<file path="config.mk">
export PLATFORM = sky130hd
export DESIGN_NAME = bus_ratio_div
export DESIGN_NICKNAME = d
export VERILOG_FILES = /design/src/rtl/bus_ratio_pkg.sv /design/src/rtl/bus_ratio_regs.sv /design/src/rtl/bus_ratio_switch.sv /design/src/rtl/bus_ratio_count.sv /design/src/rtl/bus_ratio_div.sv
export SDC_FILE = /design/constraint.sdc
export NUM_CORES = 1
export LEC_CHECK = 0
export BUFFER_PORTS_ARGS = -buffer_cell sky130_fd_sc_hd__buf_2
export CAP_MARGIN = 30
export CORE_AREA = 2 2 39 41
export DETAILED_ROUTE_END_ITERATION = 7
export DIE_AREA = 0 0 41 43
export GPL_TIMING_DRIVEN = 0
export PLACE_DENSITY = 0.65
export SKIP_CTS_REPAIR_TIMING = 1
export SLEW_MARGIN = 20
export SYNTH_ARGS = -nofsm -noshare
export SYNTH_HDL_FRONTEND = slang
export SYNTH_SLANG_ARGS = --single-unit
</file>
<file path="constraint.sdc">
create_clock -name clk -period 2.1 [get_ports clk]
set_input_delay 0.105 -clock clk [delete_from_list [all_inputs] [get_ports clk]]
set_output_delay 0.105 -clock clk [all_outputs]
set_load 0.05 [all_outputs]
</file>
<file path="src/rtl/bus_ratio_pkg.sv">
package bus_ratio_pkg;

    // width of the system-bus count (divisor - 1, largest divisor 8)
    localparam int HCNT_W = 3;

    // bit positions inside the control word
    localparam int PHALF_BIT = 0;
    localparam int HFLD_LO   = 1;
    localparam int HFLD_HI   = 2;

    typedef enum logic [1:0] {
        HSEL_DIV1  = 2'b00,
        HSEL_DIV2  = 2'b01,
        HSEL_QUART = 2'b10,
        HSEL_THIRD = 2'b11
    } hsel_e;

    typedef struct packed {
        logic [HCNT_W-1:0] h_m1;   // system divisor minus one
        logic              p_m1;   // peripheral divisor (relative) minus one
    } ratio_cfg_t;

    function automatic ratio_cfg_t decode_ratio(input hsel_e fld, input logic ovr,
                                                input logic phalf);
        ratio_cfg_t c;
        c.p_m1 = phalf;
        unique case (fld)
            HSEL_DIV1:  c.h_m1 = HCNT_W'(0);
            HSEL_DIV2:  c.h_m1 = HCNT_W'(1);
            HSEL_QUART: c.h_m1 = ovr ? HCNT_W'(7) : HCNT_W'(3);
            HSEL_THIRD: c.h_m1 = ovr ? HCNT_W'(5) : HCNT_W'(2);
            default:    c.h_m1 = HCNT_W'(0);
        endcase
        return c;
    endfunction

endpackage

</file>
<file path="src/rtl/bus_ratio_regs.sv">
module bus_ratio_regs
    import bus_ratio_pkg::*;
#(
    parameter int CTRL_W = 4
) (
    input  logic              clk,
    input  logic              rst,
    input  logic              we,
    input  logic [CTRL_W-1:0] wdata,
    output hsel_e             fld,
    output logic              phalf,
    output logic              async_req
);
    localparam int KEEP_W = HFLD_HI + 1;

    logic [KEEP_W-1:0] ctrl_q;
    logic              unused_hi;

    assign unused_hi = ^wdata[CTRL_W-1:KEEP_W];

    always_ff @(posedge clk) begin
        if (rst) begin
            ctrl_q <= '0;
        end else if (we) begin
            ctrl_q <= wdata[KEEP_W-1:0];
        end
    end

    assign fld       = hsel_e'(ctrl_q[HFLD_HI:HFLD_LO]);
    assign phalf     = ctrl_q[PHALF_BIT];
    assign async_req = (fld != HSEL_DIV1);


    async_hold_chk: assert property (@(posedge clk) disable iff (rst)
        !$past(we) |-> $stable(async_req));

endmodule

</file>
<file path="src/rtl/bus_ratio_switch.sv">
module bus_ratio_switch
    import bus_ratio_pkg::*;
(
    input  logic       clk,
    input  logic       rst,
    input  hsel_e      fld,
    input  logic       phalf,
    input  logic       ovr,
    input  logic       boundary,
    output ratio_cfg_t cfg_next,
    output ratio_cfg_t cfg_q
);
    ratio_cfg_t want;
    logic       adopt;

    always_comb begin
        want     = decode_ratio(fld, ovr, phalf);
        adopt    = boundary && (want != cfg_q);
        cfg_next = adopt ? want : cfg_q;
    end

    always_ff @(posedge clk) begin
        if (rst) begin
            cfg_q <= '0;
        end else begin
            cfg_q <= cfg_next;
        end
    end


    cfg_at_edge_chk: assert property (@(posedge clk) disable iff (rst)
        (cfg_q != $past(cfg_q)) |-> $past(boundary));

endmodule

</file>
<file path="src/rtl/bus_ratio_count.sv">
module bus_ratio_count
    import bus_ratio_pkg::*;
(
    input  logic       clk,
    input  logic       rst,
    input  ratio_cfg_t cfg_next,
    input  ratio_cfg_t cfg_q,
    output logic       hbus_en,
    output logic       pbus_en,
    output logic       boundary
);
    logic [HCNT_W-1:0] hcnt;
    logic              pcnt;
    logic              hwrap;

    assign hbus_en  = (hcnt == '0);
    assign pbus_en  = hbus_en && !pcnt;
    assign boundary = pbus_en;

    // counting uses the configuration that holds for the next cycle's index
    assign hwrap = (hcnt == cfg_next.h_m1);

    always_ff @(posedge clk) begin
        if (rst) begin
            hcnt <= '0;
            pcnt <= 1'b0;
        end else begin
            hcnt <= hwrap ? '0 : hcnt + HCNT_W'(1);
            if (hwrap) begin
                pcnt <= (pcnt == cfg_next.p_m1) ? 1'b0 : 1'b1;
            end
        end
    end


    hcnt_range_chk: assert property (@(posedge clk) disable iff (rst)
        hcnt <= cfg_q.h_m1);


    pcnt_range_chk: assert property (@(posedge clk) disable iff (rst)
        pcnt |-> cfg_q.p_m1);

endmodule

</file>
<file path="src/rtl/bus_ratio_div.sv">
module bus_ratio_div
    import bus_ratio_pkg::*;
#(
    parameter int CTRL_W = 4
) (
    input  logic              clk,
    input  logic              rst,
    input  logic              ctrl_we,
    input  logic [CTRL_W-1:0] ctrl_wdata,
    input  logic              cam_ovr,
    output logic              hbus_en,
    output logic              pbus_en,
    output logic              async_req
);
    hsel_e      fld;
    logic       phalf;
    logic       boundary;
    ratio_cfg_t cfg_next;
    ratio_cfg_t cfg_q;

    bus_ratio_regs #(.CTRL_W(CTRL_W)) regs_i (
        .clk       (clk),
        .rst       (rst),
        .we        (ctrl_we),
        .wdata     (ctrl_wdata),
        .fld       (fld),
        .phalf     (phalf),
        .async_req (async_req)
    );

    bus_ratio_switch switch_i (
        .clk      (clk),
        .rst      (rst),
        .fld      (fld),
        .phalf    (phalf),
        .ovr      (cam_ovr),
        .boundary (boundary),
        .cfg_next (cfg_next),
        .cfg_q    (cfg_q)
    );

    bus_ratio_count count_i (
        .clk      (clk),
        .rst      (rst),
        .cfg_next (cfg_next),
        .cfg_q    (cfg_q),
        .hbus_en  (hbus_en),
        .pbus_en  (pbus_en),
        .boundary (boundary)
    );


    p_on_h_chk: assert property (@(posedge clk) disable iff (rst)
        pbus_en |-> hbus_en);


    reset_full_rate_chk: assert property (@(posedge clk)
        $past(rst) && !rst |-> hbus_en && pbus_en && !async_req);

endmodule

</file>
# Word level (Yosys, flattened, before mapping)
# Cells that the tools add are included.
[totals] output_inout_bits=3 ff_bits=11 inputBits=8 word_cells=24
[classes] n_addsub=1 n_eq_ne=6 muxes=5 n_reduce_logical=7
[ops] operator="$pmux W3 S4" n=1
[ops] operator="$mux W3" n=2
[ops] operator="$eq A2 B2 Y1 const B" n=2
[ops] operator="$mux W4" n=1
[ops] operator="$ne A4 B4 Y1" n=1
[ops] operator="$add A3 B1 Y3 const B" n=1
[ops] operator="$eq A3 B3 Y1" n=1
[ops] operator="$logic_not A3 Y1" n=1
[ops] operator="$eq A2 B1 Y1 const B" n=1
[ops] operator="$logic_and A1 B1 Y1" n=2
[ops] operator="$logic_not A2 Y1" n=1
[ops] operator="$reduce_bool A2 Y1" n=1
[ops] operator="$reduce_or A2 Y1" n=1
[ops] operator="$eq A1 B1 Y1" n=1
[ops] operator="$logic_not A1 Y1" n=1
[ops] operator="$mux W1" n=1

# Logic depth before layout (Yosys ltp)
# Gate-level depths: netlist of run 1.
[depth] ltp_word=7 ltp_mapped=9 ltp_nobuf=8

# Cells and area by module
# From an unflattened synthesis of run 1, not the netlist that was laid out.
[hier_totals] hier_cells=60 hier_area_um2=553.0
[by_module_without_submodules] module="bus_ratio_count" instances=1 area_each_um2=237.7 cells_per_inst=25 seq_area_each_um2=80.1
[by_module_without_submodules] module="bus_ratio_switch" instances=1 area_each_um2=207.7 cells_per_inst=25 seq_area_each_um2=80.1
[by_module_without_submodules] module="bus_ratio_regs" instances=1 area_each_um2=107.6 cells_per_inst=10 seq_area_each_um2=60.1

# Worst setup path before layout of run 1
# OpenSTA, ideal clock, no wires.
[synth_path] path_type="reg2reg" from="register count_i.hcnt[0]" to="register count_i.pcnt" t_required_ps=1979 setup_time_ps=121 stages_incl_launch_ff=10 period_less_slack_ps=2384 arrival_ps=2263 path_slack_ps=-284 path_cell_list="dfxtp_1 inv_1 ha_1 or3b_1 clkbuf_2 inv_2 mux2i_1 xnor2_1 nor4_2 mux2_4"
[synth_between] elab_chain_cells=6 word_cells_on_any_way=7
[synth_lines] item="start, declared" line="bus_ratio_count.sv:12" text="logic [HCNT_W-1:0] hcnt;"
[synth_lines] item="start signal, assigned" line="bus_ratio_count.sv:28" text="hcnt <= hwrap ? '0 : hcnt + HCNT_W'(1);"
[synth_lines] item="$logic_not A3 Y1 (*)" line="bus_ratio_count.sv:16" text="assign hbus_en = (hcnt == '0);"
[synth_lines] item="$logic_and A1 B1 Y1 (*)" line="bus_ratio_count.sv:17" text="assign pbus_en = hbus_en && !pcnt;"
[synth_lines] item="named net pbus_en" line="bus_ratio_div.sv:12" text="output logic pbus_en,"
[synth_lines] item="$logic_and A1 B1 Y1 (*)" line="bus_ratio_switch.sv:18" text="adopt = boundary && (want != cfg_q);"
[synth_lines] item="$mux W4 (*)" line="bus_ratio_switch.sv:19" text="cfg_next = adopt ? want : cfg_q;"
[synth_lines] item="$eq A1 B1 Y1" line="bus_ratio_count.sv:30" text="pcnt <= (pcnt == cfg_next.p_m1) ? 1'b0 : 1'b1;"
[synth_lines] item="$mux W1" line="bus_ratio_count.sv:30"
[synth_lines] item="end signal, assigned" line="bus_ratio_count.sv:30"
[synth_lines] item="end, declared" line="bus_ratio_count.sv:13" text="logic pcnt;"
# The timed path passes the listed nets; every way through them passes the cells marked *.
# A chain may end at the register's enable or synchronous reset.

# Final worst setup path of run 1
[layout_path] from="register count_i.hcnt[0]" to="register count_i.pcnt"
[layout_between] elab_chain_cells=6 word_cells_on_any_way=7
[layout_lines] item="$logic_not A3 Y1" line="bus_ratio_count.sv:16"
[layout_lines] item="$logic_and A1 B1 Y1" line="bus_ratio_count.sv:17"
[layout_lines] item="$logic_and A1 B1 Y1" line="bus_ratio_switch.sv:18"
[layout_lines] item="$mux W4" line="bus_ratio_switch.sv:19"
[layout_lines] item="$eq A1 B1 Y1" line="bus_ratio_count.sv:30"
[layout_lines] item="$mux W1" line="bus_ratio_count.sv:30"
# Several ways; a longest one is shown, not always the timed one.

==> impl_metrics.yaml, run 1 <==
status:
  status: "complete, but fails checks"
  violations: "negative setup slack"
cts:
  cts_root_buffer: "clkbuf_4"
  tritoncts: "done"
  clk_latency_ps: 260
  clock_path_buffers: 2
  clock_sinks: 11
  cts-buffers-inserted: 3
  clk_pin_slew_ps: 70
  cts_max_level: 1
hold_path:
  hp-class: "input port to flop"
final_layout:
  insertedDiodeCount: 0
  fillers: 136
  fin_util_pct: 53.3
  nets: 88
  syn_to_final_growth_pct: 33.8
  layout-drive-gt1-share_pct: 39.0
detailed_routing:
  ant_nets: 0
  wl_um: 1050
  drt-vias-per-instance: 5.02
  first_pass_iters: 4
  route.detailed.drc: 0
  wl_per_cell_um: 11.2
  vias: 467
  drt_iter0_drc: 1
floorplanning:
  row_count: 14
  dieArea_um2: 1760
  initial_core_util_pct: 39.9
  die_x_um: 41
  die_h_um: 43
  io_pins: 11
  coreArea_um2: 1380
sta:
  tightest_slew_ps: 442
  final-max-slew-violation-count: 0
  rsz0062_at_grt: "yes"
  relSlewSlack_pct: 70.5
  setup_ws_ps: -125
  finalCritPeriodShare_pct: 106
  finalSetupViolations: 1
  finalSetupTns_ps: -125
  clock.fmax_mhz: 449
  holdWs_ps: 75.6
  post-route-min-period_ps: 2230
  finClkSkew_ps: 3.27
  hold_viol_final: 0
critical_path:
  critPathKind: "flop to flop"
  cp_slowest_cell: "or3b_4"
  max_stage_delay_ps: 370
  end_kind: "flop"
  setup.worst_path.start_class: "flop"
  crit_arrival_ps: 2380
  worstPathMaxFanout: 5
  cp.required_ps: 2260
  cp_cell_sequence: "inv_2, ha_4, or3b_4, buf_8, inv_12, mux2i_4, xnor2_2, nor4_2, mux2_4"
synthesis:
  ys_ff_latch: 11
  yosysSeqAreaShare_pct: 39.9
  synth_top_cell_by_area: "dfxtp_1"
  synth_area_leaders: "dfxtp_1, mux2i_1, nor2_1, ha_1, nor3_1"
  synth-compound-area-share_pct: 5.44
  synth_fa_ha_area_share_pct: 4.54
  yosys-top-cells-count: "dfxtp_1, nor2_1, mux2i_1"
  synth_top_cell_area_share_pct: 39.9
  avgSynthCellArea_um2: 9.20
  synth.most_common_cell: "dfxtp_1"
  synth-xor-area-share_pct: 3.17
  yosys_warnings: 0
  synth_edf_count: 0
  synthMuxAreaShare_pct: 11.8
  synth_nets: 70
  synth_top_family_by_area: "simple AND/OR/NAND/NOR gates"
  synth.cell_area_um2: 552
  synthArstFlopShare_pct: 0
  ys.flop_type: "dfxtp_1"
  yosysUniqueCellTypes: 28
  synth-simple-area-share_pct: 30.8
  syn_inst: 60
placement:
  dp_hpwl_um: 764
  dp_slack_ps: -185
  globalplace.congestion: 0.720
  portBuffers: 9
power:
  ir_worst_vdd_mv: 0.648
  leakage_uw: 0.000326
  powerDensity_nw_per_um2: 1520
  total_power_uw: 1120
grt:
  antenna_found_initial: 0
  grt_pass1_vias: 406
  grt_start_max_net_pins: 11
  gr-total-overflow: 0
  grt_first_pass_wirelength_um: 1760
  track_usage_pct: 14.9
flow_run:
  drv_cap: 0
state kept, by name, summed over array words and instances (netlist names):
signal	cells
count_i.hcnt	3
count_i.pcnt	1
regs_i.ctrl_q	3
switch_i.cfg_q	4
metrics by stage:
step	std cells	area, um2
floorplan	60	594
global placement	85	659
detailed placement	85	659
CTS	89	686
global route	93	738
finish	93	738
cell type report:
cell class	instances	area [um2]	area share, %
clock buffer	4	26.3	3.56
sequential	11	228	30.8
inverter	4	27.5	3.73
tap	16	20.0	2.71
multi-input combinational	43	343	46.4
timing repair buffer	13	75.1	10.2
buffer	2	18.8	2.54
metal layers:
metal  global-route usage (%)  up-vias  wire, um  share of wire, %
met1                     17.6      216       437                42
met4                     4.00        0         0                 0
met5                        0        -         0                 0
met3                     6.28        0        62               5.9
met2                     23.8       12       547                52
li1                         -      239         -                 -
power breakdown:
| group | switching [uW] | internal [uW] | leakage [uW] |
|---|---|---|---|
| clock | 67.0 | 73.5 | 0.0000150 |
| combinational | 369 | 329 | 0.000220 |
| sequential | 32.4 | 253 | 0.0000914 |
| total | 469 | 655 | 0.000326 |
logic make-up after synthesis:
kind of cell,after synthesis
flip-flops,11
adder cells (fa/ha/maj),2
XOR/XNOR,2
AO/OA/AOI/OAI,5
AND/OR/NAND/NOR,28
multiplexers,6
buffers and inverters,6
path summary, 6_finish.rpt:
| kind | cells past startpoint | slack, ps | end | from |
|---|---|---|---|---|
| worst max register to register | 9 | -130 | count_i.pcnt$_SDFFE_PP0N_ | count_i.hcnt[0]$_SDFF_PP0_ |
| worst max-delay path | 9 | -130 | count_i.pcnt$_SDFFE_PP0N_ | count_i.hcnt[0]$_SDFF_PP0_ |
| worst min-delay path | 3 | 80 | regs_i.ctrl_q[0]$_SDFFE_PP0P_ | ctrl_wdata[0] |
| worst min register to register | 1 | 450 | count_i.hcnt[0]$_SDFF_PP0_ | count_i.hcnt[0]$_SDFF_PP0_ |
cells in the final DEF, fill, tap and decap left out, types with 2 or more instances in the layout:
cell type	count
buf_4	4
clkbuf_4	3
buf_2	9
nor2_1	8
inv_2	2
dfxtp_4	2
clkbuf_1	2
nand3_1	2
a21oi_1	2
mux2i_1	4
nor3_1	4
dfxtp_1	9
nor2b_1	3
critical path, delay by kind of cell, from the launching register on:
kind,cells,cell delay [ps]
xor+xnor,1,100
flops,1,360
buf+inv,3,260
mux,2,570
fa+ha+maj,1,130
simple gates,2,680
Power figures use the tool's default switching activity.
==> run 2: changes to the inputs <==
--- a/config.mk
+++ b/config.mk
@@ -12,6 +12,7 @@
 export DIE_AREA = 0 0 41 43
 export GPL_TIMING_DRIVEN = 0
 export PLACE_DENSITY = 0.65
+export REMOVE_ABC_BUFFERS = 1
 export SKIP_CTS_REPAIR_TIMING = 1
 export SLEW_MARGIN = 20
 export SYNTH_ARGS = -nofsm -noshare
==> impl_metrics.yaml, run 2 (synthesis gave the netlist of run 1 again) <==
final_layout:
  multiInputGateArea_um2: 343
  insertedDiodeCount: 0
  top_register: "switch_i.cfg_q"
  top_regs: "switch_i.cfg_q (4), count_i.hcnt (3), regs_i.ctrl_q (3)"
  fin_util_pct: 51.2
  syn_to_final_growth_pct: 28.3
  layout-drive-gt1-share_pct: 40.0
  layout_common_cells: "dfxtp_1, buf_2, nor2_1"
  largest_reg_flops: 4
  nets: 86
  fillers: 143
  regArea_um2: 225
cts:
  clock_path_buffers: 2
  clk_pin_slew_ps: 70
  clk_latency_ps: 270
  tritoncts: "done"
  cts_max_level: 1
  clock_sinks: 11
  cts_root_buffer: "clkbuf_4"
  cts-buffers-inserted: 3
detailed_routing:
  route.detailed.drc: 0
  ant_nets: 0
  wl_per_cell_um: 10.3
  wl_um: 936
  drt_iter0_drc: 2
  first_pass_iters: 4
  drt-vias-per-instance: 5.02
  vias: 457
critical_path:
  crit_arrival_ps: 2350
  reg2reg_from: "count_i.hcnt[0]$_SDFF_PP0_"
  setup.worst_path.start_class: "flop"
  worstPathMaxFanout: 6
  r2r_slack_ps: -90
  reg2regPathDepth: 8
  max_stage_delay_ps: 420
  crit_path_start: "count_i.hcnt[0]$_SDFF_PP0_"
  critPathKind: "flop to flop"
  crit_path_end: "count_i.pcnt$_SDFFE_PP0N_"
  cp_cell_sequence: "inv_2, ha_4, or3b_4, inv_4, mux2i_4, xnor2_2, nor4_2, mux2_4"
  end_kind: "flop"
  crit-reg2reg-capture: "count_i.pcnt$_SDFFE_PP0N_"
  cp.required_ps: 2260
  cp_slowest_cell: "or3b_4"
power:
  ir_worst_vdd_mv: 0.652
  p_int_uw: 580
  powerDensity_nw_per_um2: 1430
  leakage_uw: 0.000316
  p_switching_uw: 434
  power_frac_comb_pct: 58.4
  switching_share_pct: 42.8
  clkPwrFrac_pct: 14.1
  seqPwrFrac_pct: 27.5
floorplanning:
  row_count: 14
  io_pins: 11
  dieArea_um2: 1760
  die_h_um: 43
  initial_core_util_pct: 39.9
  coreArea_um2: 1380
  die_x_um: 41
grt:
  track_usage_pct: 13.2
  grt_start_max_net_pins: 13
  gr-total-overflow: 0
  antenna_found_initial: 0
  grt_pass1_vias: 382
  grt_first_pass_wirelength_um: 1520
sta:
  relSlewSlack_pct: 76.7
  setup_ws_ps: -90.2
  holdWs_ps: 69.9
  tightest_slew_ps: 347
  clock.fmax_mhz: 457
  rsz0062_at_grt: "yes"
  final-max-slew-violation-count: 0
  finalSetupViolations: 1
  finalCritPeriodShare_pct: 104
  hold_viol_final: 0
  post-route-min-period_ps: 2190
  finClkSkew_ps: 6.17
placement:
  globalplace.congestion: 0.676
  portBuffers: 9
  dp_hpwl_um: 686
flow_run:
  drv_cap: 0
status:
  violations: "negative setup slack"
  status: "complete, but fails checks"
hold_path:
  hp-class: "input port to flop"
-- run 2: cell count changes in the layout (fill, tap and decap cells not counted), sizes merged --
cell / before / now
buf: 14 / 13
clkbuf: 5 / 3
clkinv: 0 / 1
-- run 2: power by group through the flow --
stage / registers (uW) / clock network [uW] / logic (uW)
6_report: 279 / 143 / 592
5_1_grt: 283 / 157 / 657
4_1_cts: 278 / 151 / 446
3_5_place_dp: 283 / 0 / 445
3_3_place_gp: 282 / 0 / 437
2_1_floorplan: 274 / 0 / 364
-- run 2: through the flow --
step	std cells	setup WS, ps	total power (uW)	area (um2)	setup TNS (ps)
after detailed placement	83	-310	727	608	-620
after global placement	83	-293	719	608	-565
after CTS	87	-332	875	636	-685
after floorplan	58	-274	637	543	-339
after global routing	91	-159	1100	708	-159
final	91	-90.2	1010	708	-90.2
-- run 2: worst min-delay path by stage --
stage / to / cells past startpoint / from
2_1_floorplan: switch_i.cfg_q[3]$_SDFF_PP0_ / 1 / rst
3_3_place_gp: regs_i.ctrl_q[2]$_SDFFE_PP0P_ / 3 / ctrl_wdata[2]
3_5_place_dp: regs_i.ctrl_q[0]$_SDFFE_PP0P_ / 3 / ctrl_wdata[0]
4_1_cts: regs_i.ctrl_q[0]$_SDFFE_PP0P_ / 3 / ctrl_wdata[0]
5_1_grt: regs_i.ctrl_q[2]$_SDFFE_PP0P_ / 3 / ctrl_wdata[2]
6_report: regs_i.ctrl_q[0]$_SDFFE_PP0P_ / 3 / ctrl_wdata[0]
-- run 2: area by class of cell --
cell class,count,area share (%)
clock inverter,1,0.707
clock buffer,3,3.18
timing repair buffer,13,10.6
inverter,4,2.47
multi-input combinational,43,48.4
sequential,11,31.8
tap,16,2.83
-- run 2: critical path: cells and delay by family (launching register included) --
family | cells | cell delay, ps
muxes | 2 | 590
DFF | 1 | 360
adders and majority gates | 1 | 120
and+or+nand+nor | 2 | 750
xor gates and xnor gates | 1 | 110
buffers and inverters | 2 | 160
-- run 2: routing by layer --
metal | share of wire (%) | vias to the layer above | routed length (um) | track usage (%)
met5 | 0 | - | 0 | 0
met4 | 2.9 | 0 | 27 | 8.00
met3 | 3.5 | 4 | 33 | 6.28
met2 | 49 | 7 | 457 | 18.4
met1 | 45 | 209 | 417 | 15.7
li1 | - | 237 | - | -
